**config.mk**
```make
export PLATFORM = sky130hd
export DESIGN_NAME = abt_entry_unit
export DESIGN_NICKNAME = d
export VERILOG_FILES = /design/src/rtl/abt_pkg.sv /design/src/rtl/abt_route.sv /design/src/rtl/abt_psr_gen.sv /design/src/rtl/abt_vec_gen.sv /design/src/rtl/abt_entry_unit.sv
export SDC_FILE = /design/constraint.sdc
export NUM_CORES = 1
export LEC_CHECK = 0
export ABC_AREA = 1
export CAP_MARGIN = 20
export CORE_ASPECT_RATIO = 0.9
export CORE_UTILIZATION = 55
export DETAILED_ROUTE_END_ITERATION = 7
export DONT_BUFFER_PORTS = 1
export PLACE_DENSITY = 0.73
export SKIP_CTS_REPAIR_TIMING = 1
export SYNTH_ARGS = -nofsm -noshare
export SYNTH_HDL_FRONTEND = slang
export SYNTH_HIERARCHICAL = 1
export SYNTH_SLANG_ARGS = --single-unit
```
**constraint.sdc**
```tcl
create_clock -name clk -period 2.7 [get_ports clk]
set_input_delay 0.27 -clock clk [delete_from_list [all_inputs] [get_ports clk]]
set_output_delay 0.27 -clock clk [all_outputs]
set_load 0.01 [all_outputs]
```
**src/rtl/abt_pkg.sv**
```systemverilog
package abt_pkg;

  typedef enum logic [1:0] {
    ABT_PF_INT  = 2'd0,
    ABT_PF_EXT  = 2'd1,
    ABT_DA_PREC = 2'd2,
    ABT_DA_IMPR = 2'd3
  } abt_kind_e;

  localparam int PSR_W  = 32;
  localparam int BIT_T  = 5;
  localparam int BIT_F  = 6;
  localparam int BIT_I  = 7;
  localparam int BIT_A  = 8;
  localparam int BIT_E  = 9;
  localparam int BIT_J  = 24;

  localparam logic [4:0] MODE_MON = 5'b10110;
  localparam logic [4:0] MODE_ABT = 5'b10111;

  typedef struct packed {
    logic accept;
    logic to_mon;
    logic is_data;
  } abt_route_t;

endpackage

```
**src/rtl/abt_route.sv**
```systemverilog
module abt_route
  import abt_pkg::*;
(
  input  logic       ev_valid,
  input  logic [1:0] ev_kind,
  input  logic       cur_amask,
  input  logic       ext_trap,
  output abt_route_t route
);

  abt_kind_e kind;
  logic      is_ext;
  logic      blocked;

  always_comb begin
    kind    = abt_kind_e'(ev_kind);
    is_ext  = (kind != ABT_PF_INT);
    blocked = (kind == ABT_DA_IMPR) && cur_amask;
    route.accept  = ev_valid && !blocked;
    route.to_mon  = is_ext && ext_trap;
    route.is_data = (kind == ABT_DA_PREC) || (kind == ABT_DA_IMPR);
  end

endmodule

```
**src/rtl/abt_psr_gen.sv**
```systemverilog
module abt_psr_gen
  import abt_pkg::*;
(
  input  logic [PSR_W-1:0] cur_psr,
  input  logic             to_mon,
  input  logic             abt_amask,
  input  logic             sec_endian,
  input  logic             nsec_endian,
  output logic [PSR_W-1:0] psr_next
);

  always_comb begin
    psr_next        = cur_psr;
    psr_next[4:0]   = to_mon ? MODE_MON : MODE_ABT;
    psr_next[BIT_T] = 1'b0;
    psr_next[BIT_J] = 1'b0;
    psr_next[BIT_I] = 1'b1;
    psr_next[BIT_E] = to_mon ? sec_endian : nsec_endian;
    if (to_mon) begin
      psr_next[BIT_F] = 1'b1;
      psr_next[BIT_A] = 1'b1;
    end else if (abt_amask) begin
      psr_next[BIT_A] = 1'b1;
    end
  end

endmodule

```
**src/rtl/abt_vec_gen.sv**
```systemverilog
module abt_vec_gen #(
  parameter int             AW      = 32,
  parameter logic [AW-1:0]  HI_BASE = 32'hFFFF_0000,
  parameter logic [AW-1:0]  PF_OFS  = 32'h0000_000C,
  parameter logic [AW-1:0]  DA_OFS  = 32'h0000_0010,
  parameter logic [AW-1:0]  PF_LINK = 32'd4,
  parameter logic [AW-1:0]  DA_LINK = 32'd8
) (
  input  logic [AW-1:0] fault_addr,
  input  logic          is_data,
  input  logic          to_mon,
  input  logic          hi_vec,
  input  logic [AW-1:0] mon_base,
  input  logic [AW-1:0] nsec_base,
  output logic [AW-1:0] link_next,
  output logic [AW-1:0] pc_next
);

  logic [AW-1:0] base;
  logic [AW-1:0] ofs;

  always_comb begin
    ofs = is_data ? DA_OFS : PF_OFS;
    if (to_mon)      base = mon_base;
    else if (hi_vec) base = HI_BASE;
    else             base = nsec_base;
    pc_next   = base + ofs;
    link_next = fault_addr + (is_data ? DA_LINK : PF_LINK);
  end

endmodule

```
**src/rtl/abt_entry_unit.sv**
```systemverilog
module abt_entry_unit
  import abt_pkg::*;
#(
  parameter int AW = 32
) (
  input  logic             clk,
  input  logic             rst,
  input  logic             ev_valid,
  input  logic [1:0]       ev_kind,
  input  logic [AW-1:0]    fault_addr,
  input  logic [PSR_W-1:0] cur_psr,
  input  logic             cfg_ext_trap,
  input  logic             cfg_abt_amask,
  input  logic             sec_endian,
  input  logic             nsec_endian,
  input  logic             hi_vec,
  input  logic [AW-1:0]    mon_base,
  input  logic [AW-1:0]    nsec_base,
  output logic             ent_taken,
  output logic             ent_to_mon,
  output logic [PSR_W-1:0] saved_psr,
  output logic [AW-1:0]    link_addr,
  output logic [PSR_W-1:0] new_psr,
  output logic [AW-1:0]    new_pc
);

  abt_route_t       route;
  logic [PSR_W-1:0] psr_next;
  logic [AW-1:0]    link_next;
  logic [AW-1:0]    pc_next;

  abt_route u_route (
    .ev_valid  (ev_valid),
    .ev_kind   (ev_kind),
    .cur_amask (cur_psr[BIT_A]),
    .ext_trap  (cfg_ext_trap),
    .route     (route)
  );

  abt_psr_gen u_psr (
    .cur_psr     (cur_psr),
    .to_mon      (route.to_mon),
    .abt_amask   (cfg_abt_amask),
    .sec_endian  (sec_endian),
    .nsec_endian (nsec_endian),
    .psr_next    (psr_next)
  );

  abt_vec_gen #(
    .AW      (AW),
    .HI_BASE (AW'(32'hFFFF_0000)),
    .PF_OFS  (AW'(32'h0000_000C)),
    .DA_OFS  (AW'(32'h0000_0010)),
    .PF_LINK (AW'(4)),
    .DA_LINK (AW'(8))
  ) u_vec (
    .fault_addr (fault_addr),
    .is_data    (route.is_data),
    .to_mon     (route.to_mon),
    .hi_vec     (hi_vec),
    .mon_base   (mon_base),
    .nsec_base  (nsec_base),
    .link_next  (link_next),
    .pc_next    (pc_next)
  );

  always_ff @(posedge clk) begin
    if (rst) begin
      ent_taken  <= 1'b0;
      ent_to_mon <= 1'b0;
      saved_psr  <= '0;
      link_addr  <= '0;
      new_psr    <= '0;
      new_pc     <= '0;
    end else begin
      ent_taken <= route.accept;
      if (route.accept) begin
        ent_to_mon <= route.to_mon;
        saved_psr  <= cur_psr;
        link_addr  <= link_next;
        new_psr    <= psr_next;
        new_pc     <= pc_next;
      end
    end
  end

endmodule

```
* Word-level counts from Yosys, hierarchy flattened
Index checks and enable logic that the tools add are counted.
Storage, ports and cells: register bits 128, latch bits 0, RAM bits 0, ROM bits 0, input bits 138, output and inout bits 130, word-level logic and storage cells 25, memories kept 0
Operators by class: add/subtract/negate cells 2, multiply operators 0, div/mod/pow operators 0, magnitude comparators 0, eq/ne operators 2, shift operators 0, muxes and demuxes 9, bitwise operators 0, reductions and logical operators 6
Operators with widths (count):
- $add A32 B32 Y32 | 2
- $mux W32 | 2
- $mux W1 | 5
- $mux W5 | 1
- $eq A2 B2 Y1 const B | 2
- $mux W4 | 1
- $logic_and A1 B1 Y1 | 3
- $reduce_bool A2 Y1 | 1
- $logic_not A1 Y1 | 1
- $logic_or A1 B1 Y1 | 1

* Depth between registers and ports, before layout
depth after elaboration 4, depth in mapped cells 23, depth with buffers taken out 21

* Cells and area by module
The synthesis kept the hierarchy.
Modules (own cells, without submodules):
- abt_entry_unit | instances 1, cells an instance 821, area each 5366.4 um^2, sequential area each 2602.5 um^2
- abt_vec_gen | instances 1, cells an instance 469, area each 2289.7 um^2, sequential area each 0.0 um^2
- abt_psr_gen | instances 1, cells an instance 37, area each 246.5 um^2, sequential area each 0.0 um^2
- abt_route | instances 1, cells an instance 5, area each 23.8 um^2, sequential area each 0.0 um^2

* Worst setup path before layout
OpenSTA, ideal clock, no wires.
kind input -> register, from input port ev_kind[0], to register new_pc[22], library setup time 0.113 ns, arrival 2.744 ns, data required time 2.587 ns, setup slack -0.157 ns, cell stages on the path 21, buffers on the path 2, path through o21a_1 nor2_2 buf_6 buf_2 a22o_1 ha_1 inv_1 fa_1 inv_1 nand2_1 nand2_1 nand2_1 nor2_4 nand2_2 nor2_4 nand2_1 xor2_1 inv_1 nand2_1 nand2_1 nor2_1
Between the ends: cells in the longest elaborated chain, start to end 4, elaborated cells on any way between the ends 11, those cells by class add/sub: 1; eq/ne: 2; mux: 2; reduce/logical: 6
RTL lines:
- start, declared | line abt_entry_unit.sv:9 | input logic [1:0] ev_kind,
- $eq A2 B2 Y1 or $reduce_bool A2 Y1 (tied branches) | line abt_route.sv:21, abt_route.sv:17
- $logic_or A1 B1 Y1 or $logic_and A1 B1 Y1 (tied branches) | line abt_route.sv:21, abt_route.sv:20
- $mux W5 or $mux W32 (tied branches) | line abt_vec_gen.sv:23, abt_vec_gen.sv:24
- $add A32 B32 Y32 (*) | line abt_vec_gen.sv:27 | pc_next = base + ofs;
- named net pc_next[22] | line abt_entry_unit.sv:30 | logic [AW-1:0] pc_next;
- end signal, assigned | line abt_entry_unit.sv:82 | new_pc <= pc_next;
- end, declared | line abt_entry_unit.sv:24 | output logic [AW-1:0] new_pc
The timed path passes the listed nets; every way through them passes the cells marked *. A chain may end at the register's enable or synchronous reset.

* Final worst setup path
Ends and elaborated chain as after synthesis.

==> summary.md <==
| Metric | Value |
|---|---|
| Hold EP | `saved_psr[10]` |
| Share of the clock period used by the worst path | `0.824` |
| PwrDens | `640 nW/um^2` |
| Final max-slew violation count | `0` |
| Outcome | `finished clean` |
| Die area | `14900 um^2` |
| Reg2Reg Depth | `2` |
| CTS H-tree lvls | `4` |
| # nets final | `1430` |
| Static Leak | `4.50 nW` |
| Worst Skew | `0 ns` |
| TritonCTS clock tree | `done` |
| Seq/Total Area, Yosys | `0.328` |
| Area Overhead vs Synth | `4.63%` |
| Largest family of logic cells by synthesized area | `simple AND/OR/NAND/NOR gates` |
| Worst R2R End | `new_pc[26]` |
| Vias per cell | `4.76` |
| Simple-gate share of the synthesized area | `0.418` |
| CTS Sinks | `130` |
| Pwr Total | `5.31 mW` |
| CTS max path bufs | `2` |
| Residual DRC | `0` |
| Worst hold path depth | `4` |
| Flop pwr share | `0.427` |
| Synth Area in Adders | `0.0129` |
| Fraction of layout cells with a size suffix above 1 | `0.0478` |
| Hold Vio Cnt, Final | `0` |
| Startpoint Class | `input pin` |
| # IOs | `268` |
| P_sw | `1.55 mW` |
| Synthesized area per cell | `5.95 um^2` |
| Synth Register Bits | `130` |
| Vias post-DR | `7094` |
| Max frequency | `0.450 GHz` |
| Reg-to-reg critical path startpoint | `new_pc[26]` |
| R2r setup slk | `2.02 ns` |
| Clock period minus worst slack | `2.22 ns` |
| Clk pwr share | `0.435` |
| Max-slew headroom | `0.623` |
| Clk Latency, worst-skew pair | `0.41 ns` |
| Remaining antenna violation count | `0` |
| Initial antenna violation count | `0` |
| Post-DP HPWL | `14800 um` |
| Complex-gate fraction of the synthesized area | `0.0229` |
| Mapped Area | `7930 um^2` |
| Worst Setup End Kind | `register` |
| Cts bufs inserted | `17` |
| Clock-pin slew on the worst setup and hold paths | `0.06 ns` |
| Synth Area in XOR/XNOR | `0.0453` |
| Gr ovfl total | `0` |
| Worst slack, placed | `0.102 ns` |
| RSZ-0062 raised after global routing | `false` |
| Row cnt | `41` |
| CP Max Fanout | `5` |
| Ys Warns | `6` |
| GPL Wtd Cong | `0.963` |
| Post-Syn Instances | `1332` |
| Chip height | `116 um` |
| Switching share of power | `0.292` |
| Initial Util | `0.564` |
| Routed wire per std cell | `13.3 um` |
| Worst Max-Slew Pin Slew | `0.562 ns` |
| Hold Crit Class | `input pin to register` |
| Setup TNS | `0 ns` |
| Hold Crit Start | `cur_psr[10]` |
| Drt total wl | `19800 um` |
| Total iterations of the first detailed-routing run | `5` |
| DIE WIDTH | `129 um` |
| Distinct cells, synth | `35` |
| Drt first-iter violations | `412` |
| P_int | `3.75 mW` |
| Max-Cap Viols | `0` |
| Post-synthesis mux area share | `0` |
| Ant diodes | `0` |
| Vias in the first global route | `6152` |
| Final setup viols | `0` |
| Data required, critical path | `3.00 ns` |
| Final setup margin | `0.476 ns` |
| Port Buf Inserts | `0` |
| Global-route wire length before repair | `30300 um` |
| WS Path Type | `input pin to register` |
| Largest net degree at the start of global routing | `80` |
| Worst vdd ir | `0.435 mV` |
| Overall Global Routing Usage | `0.264` |
| Core ar. | `14100 um^2` |
| Root Buffer | `clkbuf_16` |
| WP data arrival | `2.53 ns` |
| Combinational share of power | `0.138` |
[synth_stat cells]
cell      count  area [um^2]
o21a_1        1         7.51
dfxtp_1     130         2600
and2_1        1         6.26
a22oi_1       1         7.51
buf_2        20          100
or2_1         3         18.8
inv_1       192          721
nand2_1     438         1640
o22ai_1       1         6.26
nand3b_1      1         7.51
conb_1        2         7.51
nor2_1      333         1250
fa_1          2         40.0
a21boi_1      1         7.51
a21oi_1       8         40.0
xor2_1       29          254
nand4_1      16          100
o21ai_1      11         55.1
buf_6        17          191
inv_2         4         15.0
clkbuf_1      4         15.0
xnor2_1      12          105
o21bai_1      3         22.5
nor3_1        9         45.0
nor2_4        2         22.5
nand2_2       5         31.3
nor2_2        7         43.8
nand3_1      23          115
nor4b_1       1         8.76
a22o_1        4         35.0
ha_1          5         62.6
nor4_1        2         12.5
buf_4        42          315
clkinv_1      1         3.75
and3_1        1         6.26
[worst max-delay path: stages]
cell     delay, ns
o21a_4        0.20
nor2_4        0.13
a22o_1        0.14
ha_1          0.16
inv_1         0.06
fa_1          0.39
inv_1         0.11
nand2_1       0.07
nand2_1       0.09
nand2_2       0.09
nor2_4        0.16
nand2_2       0.10
nor2_4        0.12
nand2_1       0.07
xor2_1        0.14
inv_1         0.06
nand2_1       0.04
nand2_1       0.07
nor2_1        0.04
[placed cells by master (no fill, tap or decap), types with 9 or more instances in the layout]
| cell type | netlist | routed |
|---|---|---|
| nand2_1 | 438 | 437 |
| nor2_1 | 333 | 333 |
| inv_1 | 192 | 190 |
| dfxtp_1 | 130 | 130 |
| xor2_1 | 29 | 29 |
| nand3_1 | 23 | 23 |
| clkbuf_16 | 0 | 17 |
| nand4_1 | 16 | 16 |
| xnor2_1 | 12 | 12 |
| o21ai_1 | 11 | 11 |
| buf_4 | 42 | 9 |
| nor3_1 | 9 | 9 |
[registers in the layout (all words and copies together), names as in the netlist]
signal,count
new_pc,32
new_psr,32
link_addr,32
saved_psr,32
ent_taken,1
ent_to_mon,1
[cells by family (layout without fill, tap and decap cells)]
logic type | after synthesis | in the layout
fa+ha+maj | 7 | 7
simple gates | 842 | 842
compound gates | 30 | 30
xor+xnor | 41 | 41
buf+inv | 280 | 241
other cells | 2 | 7
flops | 130 | 130
[power groups by stage]
stage          logic (mW)  clock network, mW  registers [mW]
5_1_grt             0.859               2.43            2.28
4_1_cts             0.732               2.36            2.27
3_3_place_gp        0.718                  0            2.30
2_1_floorplan       0.674                  0            2.26
3_5_place_dp        0.727                  0            2.31
6_report            0.735               2.31            2.26
[layout make-up]
class | count | area (um^2)
fillers | 1445 | 5760
multi-input cells | 927 | 4000
flip-flops and latches | 130 | 2600
inverters | 197 | 747
clock buffers | 22 | 464
well taps | 193 | 241
clock inverters | 10 | 124
repair buffers | 12 | 118
[worst max-delay path by stage]
stage | from | cells past startpoint | slack, ns | endpoint
2_1_floorplan | ev_kind[0] | 21 | 0.004 | new_pc[22]
3_3_place_gp | ev_kind[0] | 19 | 0.16 | new_pc[22]
3_5_place_dp | ev_kind[0] | 19 | 0.10 | new_pc[18]
4_1_cts | ev_kind[0] | 19 | 0.52 | new_pc[22]
5_1_grt | ev_kind[0] | 21 | 0.16 | new_pc[20]
6_report | ev_kind[0] | 19 | 0.48 | new_pc[22]
[per-layer routing]
| metal | global-route usage | vias up | share of wire |
|---|---|---|---|
| met5 | 0 | - | 0 |
| met4 | 0.0871 | 0 | 0.015 |
| met3 | 0.101 | 18 | 0.094 |
| met2 | 0.429 | 254 | 0.45 |
| met1 | 0.321 | 3042 | 0.44 |
| li1 | - | 3780 | - |
[stage by stage]
step,util,cells,hold slack [ns],area (um^2)
after CTS,0.589,1490,-0.0935,8280
after detailed placement,0.547,1458,0.345,7690
after global placement,0.547,1458,0.345,7690
final,0.590,1491,0.0412,8290
after floorplan,-,1337,0.341,7960
after global routing,0.590,1491,0.0318,8290
Power figures use the tool's default switching activity.
